[config.mk]
export PLATFORM = sky130hd
export DESIGN_NAME = pwr_part_seq
export DESIGN_NICKNAME = d
export VERILOG_FILES = /design/src/rtl/pwr_part_seq_pkg.sv /design/src/rtl/pps_us_timer.sv /design/src/rtl/pps_fsm.sv /design/src/rtl/pwr_part_seq.sv
export SDC_FILE = /design/constraint.sdc
export NUM_CORES = 1
export LEC_CHECK = 0
export BUFFER_PORTS_ARGS = -buffer_cell sky130_fd_sc_hd__buf_2
export CAP_MARGIN = 40
export CORE_MARGIN = 8
export CORE_UTILIZATION = 58
export DETAILED_ROUTE_END_ITERATION = 12
export GPL_ROUTABILITY_DRIVEN = 0
export GPL_TIMING_DRIVEN = 1
export PLACE_DENSITY = 0.76
export REMOVE_ABC_BUFFERS = 1
export SYNTH_ARGS = -nofsm -noshare
export SYNTH_HDL_FRONTEND = slang
export SYNTH_SLANG_ARGS = --single-unit
[constraint.sdc]
create_clock -name clk -period 2.7 [get_ports clk]
set_input_delay 0.54 -clock clk [delete_from_list [all_inputs] [get_ports clk]]
set_output_delay 0.54 -clock clk [all_outputs]
set_load 0.01 [all_outputs]
[src/rtl/pwr_part_seq_pkg.sv]
package pwr_part_seq_pkg;

    typedef enum logic [2:0] {
        ST_IDLE       = 3'd0,
        ST_RST_ON     = 3'd1,
        ST_CLK_OFF    = 3'd2,
        ST_PWR_WAIT   = 3'd3,
        ST_SETTLE     = 3'd4,
        ST_CLAMP_WAIT = 3'd5,
        ST_FAIL_CLK   = 3'd6,
        ST_FAIL_OFF   = 3'd7
    } seq_state_e;

endpackage

[src/rtl/pps_us_timer.sv]
// Microsecond timer: prescaler plus saturating microsecond count, cleared on every state change.
module pps_us_timer #(
    parameter int CYC_PER_US = 100,
    parameter int US_W       = 7
) (
    input  logic            clk,
    input  logic            rst_n,
    input  logic            clr_i,
    output logic            tick_o,
    output logic [US_W-1:0] us_o
);
    localparam int PW = (CYC_PER_US > 1) ? $clog2(CYC_PER_US) : 1;
    localparam logic [PW-1:0]   PRE_LAST = PW'(CYC_PER_US - 1);
    localparam logic [US_W-1:0] US_MAX   = '1;

    logic [PW-1:0] pre_q;

    assign tick_o = (pre_q == PRE_LAST);

    always_ff @(posedge clk or negedge rst_n) begin
        if (!rst_n) begin
            pre_q <= '0;
            us_o  <= '0;
        end else if (clr_i) begin
            pre_q <= '0;
            us_o  <= '0;
        end else if (tick_o) begin
            pre_q <= '0;
            if (us_o != US_MAX) us_o <= us_o + 1'b1;
        end else begin
            pre_q <= pre_q + 1'b1;
        end
    end

    // prescaler never leaves its range, so each microsecond is CYC_PER_US cycles
    p_pre_range_r4: assert property (@(posedge clk) disable iff (!rst_n)
        int'(pre_q) < CYC_PER_US);

endmodule

[src/rtl/pps_fsm.sv]
module pps_fsm
    import pwr_part_seq_pkg::*;
#(
    parameter int POLL_LIMIT    = 100,
    parameter int SETTLE_US     = 20,
    parameter int US_W          = 7,
    parameter bit PWR_FAIL_HARD = 1'b0
) (
    input  logic            clk,
    input  logic            rst_n,
    input  logic            start_i,
    input  logic            pwr_good_i,
    input  logic            clamp_rel_i,
    input  logic            tick_i,
    input  logic [US_W-1:0] us_i,
    output logic            timer_clr_o,
    output logic            part_rst_o,
    output logic            clk_en_o,
    output logic            pwr_req_o,
    output logic            unclamp_req_o,
    output logic            done_o,
    output logic            err_o,
    output logic            warn_o
);
    localparam logic [US_W-1:0] POLL_LAST   = US_W'(POLL_LIMIT - 1);
    localparam logic [US_W-1:0] SETTLE_LAST = US_W'(SETTLE_US - 1);

    seq_state_e state_q, state_d;
    seq_state_e pwr_to_next;
    logic       pwr_to_warn;
    logic       pwr_to;

    generate
        if (PWR_FAIL_HARD) begin : g_pwr_hard
            assign pwr_to_next = ST_FAIL_OFF;
            assign pwr_to_warn = 1'b0;
        end else begin : g_pwr_soft
            assign pwr_to_next = ST_SETTLE;
            assign pwr_to_warn = 1'b1;
        end
    endgenerate

    // next-state logic
    always_comb begin
        state_d = state_q;
        pwr_to  = 1'b0;
        unique case (state_q)
            ST_IDLE:       if (start_i) state_d = ST_RST_ON;
            ST_RST_ON:     state_d = ST_CLK_OFF;
            ST_CLK_OFF:    state_d = pwr_good_i ? ST_SETTLE : ST_PWR_WAIT;
            ST_PWR_WAIT: begin
                if (pwr_good_i) begin
                    state_d = ST_SETTLE;
                end else if (tick_i && us_i == POLL_LAST) begin
                    pwr_to  = 1'b1;
                    state_d = pwr_to_next;
                end
            end
            ST_SETTLE:     if (tick_i && us_i == SETTLE_LAST) state_d = ST_CLAMP_WAIT;
            ST_CLAMP_WAIT: begin
                if (clamp_rel_i)                            state_d = ST_IDLE;
                else if (tick_i && us_i == POLL_LAST)       state_d = ST_FAIL_CLK;
            end
            ST_FAIL_CLK:   state_d = ST_FAIL_OFF;
            ST_FAIL_OFF:   state_d = ST_IDLE;
            default:       state_d = ST_IDLE;
        endcase
    end

    assign timer_clr_o = (state_d != state_q);

    // state register
    always_ff @(posedge clk or negedge rst_n) begin
        if (!rst_n) state_q <= ST_IDLE;
        else        state_q <= state_d;
    end

    // registered outputs, updated on the edge that enters a state
    always_ff @(posedge clk or negedge rst_n) begin
        if (!rst_n) begin
            part_rst_o    <= 1'b1;
            clk_en_o      <= 1'b0;
            pwr_req_o     <= 1'b0;
            unclamp_req_o <= 1'b0;
            done_o        <= 1'b0;
            err_o         <= 1'b0;
            warn_o        <= 1'b0;
        end else begin
            done_o <= 1'b0;
            err_o  <= 1'b0;
            warn_o <= pwr_to && pwr_to_warn;
            if (state_d != state_q) begin
                unique case (state_d)
                    ST_RST_ON:     part_rst_o <= 1'b1;
                    ST_CLK_OFF:    clk_en_o   <= 1'b0;
                    ST_PWR_WAIT:   pwr_req_o  <= 1'b1;
                    ST_SETTLE: begin
                        pwr_req_o <= 1'b1;
                        clk_en_o  <= 1'b1;
                    end
                    ST_CLAMP_WAIT: unclamp_req_o <= 1'b1;
                    ST_FAIL_CLK: begin
                        clk_en_o      <= 1'b0;
                        unclamp_req_o <= 1'b0;
                    end
                    ST_FAIL_OFF: begin
                        part_rst_o    <= 1'b1;
                        pwr_req_o     <= 1'b0;
                        unclamp_req_o <= 1'b0;
                    end
                    ST_IDLE: begin
                        if (state_q == ST_CLAMP_WAIT) begin
                            part_rst_o    <= 1'b0;
                            unclamp_req_o <= 1'b0;
                            done_o        <= 1'b1;
                        end else begin
                            err_o <= 1'b1;
                        end
                    end
                    default: ;
                endcase
            end
        end
    end

    // power is requested only with reset held and the clock stopped
    p_pwr_after_clk_off_r2: assert property (@(posedge clk) disable iff (!rst_n)
        $rose(pwr_req_o) |-> (part_rst_o && !clk_en_o));

    // the clock comes back only while power is requested
    p_clk_after_pwr_r3: assert property (@(posedge clk) disable iff (!rst_n)
        $rose(clk_en_o) |-> pwr_req_o);

    // clamps open only with clock and power on
    p_unclamp_needs_clk_r5: assert property (@(posedge clk) disable iff (!rst_n)
        unclamp_req_o |-> (clk_en_o && pwr_req_o));

    // reset release is the final step of a good run
    p_rst_release_last_r5: assert property (@(posedge clk) disable iff (!rst_n)
        $fell(part_rst_o) |-> (done_o && clk_en_o && pwr_req_o && $past(unclamp_req_o)));

    // the unwind holds reset with the clock stopped
    p_fail_safe_r7: assert property (@(posedge clk) disable iff (!rst_n)
        (state_q == ST_FAIL_OFF) |-> (part_rst_o && !clk_en_o));

    // power is never dropped with the clock running
    p_pwr_off_clk_low_r8: assert property (@(posedge clk) disable iff (!rst_n)
        $fell(pwr_req_o) |-> !clk_en_o);

    // no restart from a busy state
    p_busy_ignore_r10: assert property (@(posedge clk) disable iff (!rst_n)
        (state_q != ST_IDLE) |=> (state_q != ST_RST_ON));

    // single-cycle, mutually exclusive completion pulses
    p_done_pulse_r11: assert property (@(posedge clk) disable iff (!rst_n)
        done_o |=> !done_o);
    p_err_pulse_r11: assert property (@(posedge clk) disable iff (!rst_n)
        err_o |=> !err_o);
    p_done_err_excl_r11: assert property (@(posedge clk) disable iff (!rst_n)
        !(done_o && err_o));

endmodule

[src/rtl/pwr_part_seq.sv]
module pwr_part_seq #(
    parameter int CYC_PER_US    = 100,
    parameter int POLL_LIMIT    = 100,
    parameter int SETTLE_US     = 20,
    parameter bit PWR_FAIL_HARD = 1'b0
) (
    input  logic clk,
    input  logic rst_n,
    input  logic start_i,
    input  logic pwr_good_i,
    input  logic clamp_rel_i,
    output logic part_rst_o,
    output logic clk_en_o,
    output logic pwr_req_o,
    output logic unclamp_req_o,
    output logic done_o,
    output logic err_o,
    output logic warn_o
);
    localparam int US_SPAN = (POLL_LIMIT > SETTLE_US) ? POLL_LIMIT : SETTLE_US;
    localparam int US_W    = $clog2(US_SPAN + 1);

    logic            tick;
    logic            timer_clr;
    logic [US_W-1:0] us_cnt;

    pps_us_timer #(
        .CYC_PER_US (CYC_PER_US),
        .US_W       (US_W)
    ) u_timer (
        .clk    (clk),
        .rst_n  (rst_n),
        .clr_i  (timer_clr),
        .tick_o (tick),
        .us_o   (us_cnt)
    );

    pps_fsm #(
        .POLL_LIMIT    (POLL_LIMIT),
        .SETTLE_US     (SETTLE_US),
        .US_W          (US_W),
        .PWR_FAIL_HARD (PWR_FAIL_HARD)
    ) u_fsm (
        .clk           (clk),
        .rst_n         (rst_n),
        .start_i       (start_i),
        .pwr_good_i    (pwr_good_i),
        .clamp_rel_i   (clamp_rel_i),
        .tick_i        (tick),
        .us_i          (us_cnt),
        .timer_clr_o   (timer_clr),
        .part_rst_o    (part_rst_o),
        .clk_en_o      (clk_en_o),
        .pwr_req_o     (pwr_req_o),
        .unclamp_req_o (unclamp_req_o),
        .done_o        (done_o),
        .err_o         (err_o),
        .warn_o        (warn_o)
    );

endmodule

==> After elaboration in Yosys (flattened, before gate mapping) <==
Index checks and enable logic that the tools add are counted.
{ "word_totals": {"regBits": 24, "inputBits": 5, "out_inout_bits": 7, "word_cells": 78} }
{ "op_classes": {"addsub": 2, "n_eq_ne": 20, "muxes": 27, "n_reduce_logical": 19} }
{ "op_table": {"columns": ["cell", "count"], "rows": [
  ["$mux W7", 5],
  ["$eq A3 B3 Y1 const B", 8],
  ["$pmux W3 S8", 1],
  ["$mux W3", 7],
  ["$add A7 B1 Y7 const B", 2],
  ["$eq A7 B7 Y1 const B", 2],
  ["$eq A3 B2 Y1 const B", 4],
  ["$mux W1", 10],
  ["$reduce_bool A2 Y1", 5],
  ["$reduce_or A2 Y1", 4],
  ["$eq A7 B5 Y1 const B", 1],
  ["$ne A7 B7 Y1 const B", 1],
  ["$eq A3 B1 Y1 const B", 2],
  ["$logic_not A3 Y1", 2],
  ["$pmux W1 S2", 3],
  ["$reduce_and A2 Y1", 3],
  ["$reduce_and A3 Y1", 2],
  ["$ne A3 B3 Y1", 1],
  ["$pmux W1 S3", 1],
  ["$reduce_bool A3 Y1", 1],
  ["$logic_and A1 B1 Y1", 2],
  ["$ne A2 B1 Y1 const B", 1]
]} }

==> Depth between registers and ports, before layout <==
{ "logic_depth": {"word_depth": 9, "mapped_depth": 8, "ltp_nobuf": 6} }

==> Hierarchy <==
From an unflattened synthesis, not the netlist that was laid out.
{ "hier_totals": {"hier_cells": 151, "hier_area_um2": 1400.1} }
{ "by_module_without_submodules": {"columns": ["module", "instances", "cells_per_inst", "area_each_um2"], "rows": [
  ["pps_fsm", 1, 79, 706.9],
  ["pps_us_timer", 1, 72, 693.2]
]} }

==> Worst setup path before layout <==
OpenSTA, ideal clock, no wires.
{ "synth_path": {"path_type": "register to register", "start": "reg u_timer.pre_q[2]", "end": "reg u_timer.pre_q[2]", "setup_time_ps": 137, "t_arrival_ps": 2112, "required_ps": 2563, "setup_slack_ps": 451, "path_stages_with_launch": 7, "period_less_slack_ps": 2249, "path_cell_list": "dfrtp_1 -> or4b_4 -> or4_4 -> buf_6 -> a21o_1 -> a21oi_4 -> nor3_1"} }
{ "synth_between": {"elab_chain_len": 7, "word_cells_on_any_way": 13, "cone_classes": "add/sub (1); eq/ne (2); mux (8); reduce/logical (2)"} }
{ "synth_rtl": {"columns": ["item", "line_no", "rtl"], "rows": [
  ["start, declared", "pps_us_timer.sv:16", "logic [PW-1:0] pre_q;"],
  ["start signal, assigned", "pps_us_timer.sv:31", "pre_q <= pre_q + 1'b1;"],
  ["$eq A7 B7 Y1", "pps_us_timer.sv:18", "assign tick_o = (pre_q == PRE_LAST);"],
  ["$logic_and A1 B1 Y1", "pps_fsm.sv:54, pps_fsm.sv:62", null],
  ["$mux W3 (on tied branches)", "pps_fsm.sv:62, pps_fsm.sv:54", null],
  ["$mux W3 (on tied branches)", "pps_fsm.sv:61, pps_fsm.sv:52", null],
  ["$pmux W3 S8", "pps_fsm.sv:47", "unique case (state_q)"],
  ["$ne A3 B3 Y1", "pps_fsm.sv:70", "assign timer_clr_o = (state_d != state_q);"],
  ["$mux W7 (*)", "pps_us_timer.sv:24", "end else if (clr_i) begin"]
]} }
Mark *: on every way between the ends. The rest lies on a longest branch, timed or not.
A chain may end at the register's enable or synchronous reset.

==> Final worst setup path <==
{ "layout_path": {"start": "reg u_timer.pre_q[2]", "end": "reg u_timer.us_o[2]"} }
{ "layout_between": {"elab_chain_len": 8, "word_cells_on_any_way": 14, "cone_classes": "eq/ne (2); mux (7); reduce/logical (5)"} }
{ "layout_rtl": {"columns": ["item", "line_no", "rtl"], "rows": [
  ["$eq A7 B7 Y1 (*)", "pps_us_timer.sv:18", null],
  ["$logic_and A1 B1 Y1", "pps_fsm.sv:54, pps_fsm.sv:62", null],
  ["$mux W3 (on tied branches)", "pps_fsm.sv:62, pps_fsm.sv:54", null],
  ["$mux W3 (on tied branches)", "pps_fsm.sv:61, pps_fsm.sv:52", null],
  ["$pmux W3 S8", "pps_fsm.sv:47", null],
  ["$ne A3 B3 Y1", "pps_fsm.sv:70", null],
  ["$reduce_bool A2 Y1 (no source line)", null, null],
  ["$reduce_and A2 Y1 (no source line)", null, null],
  ["end signal, assigned", "pps_us_timer.sv:29", "if (us_o != US_MAX) us_o <= us_o + 1'b1;"],
  ["end, declared", "pps_us_timer.sv:10", "output logic [US_W-1:0] us_o"]
]} }
Marked as above.

==> impl_metrics.yaml <==
outcome:
  outcome: "complete, no violations"
die:
  die_area_sq_mm: 0.00412
  die_y_microns: 64.2
  initial_utilization: 0.608
  rows: 17
  io_pins: 12
  core_area_sq_mm: 0.00221
  die_w_microns: 64.2
worst_setup_path:
  crit_type: "flop to flop"
  crit_required_ns: 2.90
  cp.arrival_ns: 2.53
  crit_path_start_kind: "flop"
  cp-end-kind: "flop"
  crit_fanout: 10
clock_tree:
  htree_num_levels: 1
  root_buffer: "clkbuf_4"
  hold_buffers: 0
  clk_path_buf_depth: 2
  cts_buffers: 3
  clock_latency_ns: 0.32
  postCtsSetupBuffers: 0
  post_cts_resized: 0
  clock-sinks: 24
  path_clk_slew_ns: 0.13
  cts_tree: "done"
synthesis:
  synthTopCellsByArea: "dfrtp_1 43%, nor2_1 3.9%, xor2_1 3.9%"
  syn_area_sq_mm: 0.00135
  yosys_warnings: 0
  synth_top_area_cell: "dfrtp_1"
  synth-seq-cells: 24
  yosys.area.top_type_share: 0.428
  synthCells: 140
  ys_seq_area_frac: 0.447
  avgSynthCellArea_sq_um: 9.61
  yosysUniqueCellTypes: 43
sta:
  clock_skew_ns: 0.0153
  timing.final.crit_period_ns: 2.33
  rsz0062_at_grt: "no"
  fmax_mhz: 429
  setup_tns_ns: 0
  finalHoldViolations: 0
  tightest_slew_ns: 0.575
  setup_viol: 0
  fin_crit_sh: 0.864
  drv_slew: 0
  slew_headroom: 0.615
drt:
  drc: 0
  num_vias: 1039
  finalWirelength_mm: 2.66
  drtIter0Drc: 29
  avgRoutedWirePerCell_microns: 14.7
  vias_per_cell: 5.74
  drtAntennaViolNets: 0
  firstDrtPassIters: 4
placed_design:
  postPlaceCellArea_sq_mm: 0.00144
  hpwlAfterDp_mm: 1.94
  io_buffers: 11
global_route:
  track_usage: 0.141
  grt_overflow_total: 0
  grt_start_max_net_pins: 25
  grt_pass1_vias: 999
  grt_pass1_wl_mm: 4.72
  grt_antenna_before_repair: 0
layout:
  design_area_sq_mm: 0.00147
  syn2layout_area_growth_pct: 9.40
  fillerInstances: 194
  fin_nets: 161
  n_antenna_cell: 0
  drive_gt1_frac: 0.183
power:
  power_per_cell_area_mw_per_mm2: 865
  peakVddDrop_v: 0.000673
  power_mw: 1.27
  p_leak_nw: 0.662
min_path:
  hp-class: "input port to asynchronous set/reset pin"
run:
  drv_cap: 0
## routing by layer
layer	share of wire	up-vias	routed length, microns	global-route usage
met5	0	-	0	0
met4	0.012	0	31	0.0463
met3	0.046	4	123	0.0401
met2	0.46	21	1210	0.206
met1	0.49	486	1300	0.197
li1	-	528	-	-
## power by group
group	total [mW]	leakage [nW]	switching [mW]	internal (mW)
Sequential	0.504	0.321	0.0747	0.430
Combinational	0.582	0.320	0.352	0.230
Clock	0.186	0.0210	0.104	0.0825
Total	1.27	0.662	0.530	0.742
## placed cells by master, fill, tap and decap left out, drive strengths merged, types with 4 or more instances in the layout
cell type / n
xnor2: 4
nor3: 9
nand2: 11
nor2b: 6
buf: 15
xor2: 6
clkbuf: 4
nand3: 5
and3: 4
dfrtp: 23
a21oi: 6
inv: 4
nor2: 14
## cells by family after synthesis
kind of cell               Yosys count  share of synthesized area
and+or+nand+nor                     67                      0.267
DFF                                 24                      0.447
xor gates and xnor gates            10                     0.0651
buffers and inverters               10                     0.0335
muxes                                2                     0.0242
AOI/OAI and AO/OA                   25                      0.144
adders and majority gates            2                     0.0186
## cells in the mapped netlist, drive strengths merged
cell type / number
dfrtp: 23
nor2: 14
nand2: 11
nor3: 9
a21oi: 6
nor2b: 6
xor2: 6
clkbuf: 5
nand3: 5
and3: 4
inv: 4
xnor2: 4
nand2b: 3
nand4: 3
nor4: 3
o21ai: 3
a211oi: 2
a21o: 2
a41oi: 2
ha: 2
mux2i: 2
o221ai: 2
or2: 2
or4: 2
a311o: 1
a31oi: 1
a41o: 1
and2: 1
and3b: 1
buf: 1
dfstp: 1
nand4b: 1
nor3b: 1
o21ba: 1
o22ai: 1
o2bb2ai: 1
o31a: 1
o32ai: 1
or4b: 1
## layout make-up
cell class / instances / area [sq um] / share of cell area
well taps: 28 / 35.0 / 0.0238
multi-input cells: 106 / 698 / 0.474
flip-flops and latches: 24 / 602 / 0.409
repair buffers: 15 / 85.1 / 0.0578
clock buffers: 4 / 36.3 / 0.0247
inverters: 4 / 15.0 / 0.0102
## sequential cells by signal, indices dropped and copies added, names as in the netlist
name                 cells
u_fsm.warn_o             1
u_fsm.clk_en_o           1
u_fsm.done_o             1
u_timer.us_o             7
u_fsm.state_q            3
u_fsm.part_rst_o         1
u_timer.pre_q            7
u_fsm.unclamp_req_o      1
u_fsm.err_o              1
u_fsm.pwr_req_o          1
## through the flow
| step | std cells | hold WS, ns | worst slack (ns) | util |
|---|---|---|---|---|
| 6_report | 181 | 0.164 | 0.367 | 0.665 |
| 5_1_grt | 181 | 0.187 | 0.267 | 0.665 |
| 4_1_cts | 181 | 0.175 | 0.368 | 0.665 |
| 3_5_place_dp | 177 | 0.512 | 0.392 | 0.649 |
| 3_3_place_gp | 177 | 0.466 | 0.438 | 0.649 |
| 2_1_floorplan | 134 | 0.244 | 0.512 | - |
## path summary, 6_finish.rpt
check / to / cells after the start / slack [ns] / from
worst min register to register: u_fsm.pwr_req_o$_DFFE_PN0P_ / 2 / 0.53 / u_fsm.pwr_req_o$_DFFE_PN0P_
worst max register to register: u_timer.us_o[2]$_DFFE_PN0P_ / 5 / 0.37 / u_timer.pre_q[2]$_DFF_PN0_
worst max-delay path: u_timer.us_o[2]$_DFFE_PN0P_ / 5 / 0.37 / u_timer.pre_q[2]$_DFF_PN0_
max in group asynchronous: u_fsm.part_rst_o$_DFFE_PN1P_ / 1 / 2.15 / rst_n
min in group clk: u_fsm.warn_o$_DFF_PN0_ / 2 / 0.46 / pwr_good_i
worst min-delay path: u_timer.pre_q[5]$_DFF_PN0_ / 1 / 0.16 / rst_n
## critical path, cell delays in order, from the launching register on
cell and delay, ns:
dfrtp_1 0.45, or4b_4 0.56, or4_4 0.60, a21o_1 0.25, a21oi_4 0.26, nor2_1 0.08
Note: power is estimated with default switching activity, not from simulation.
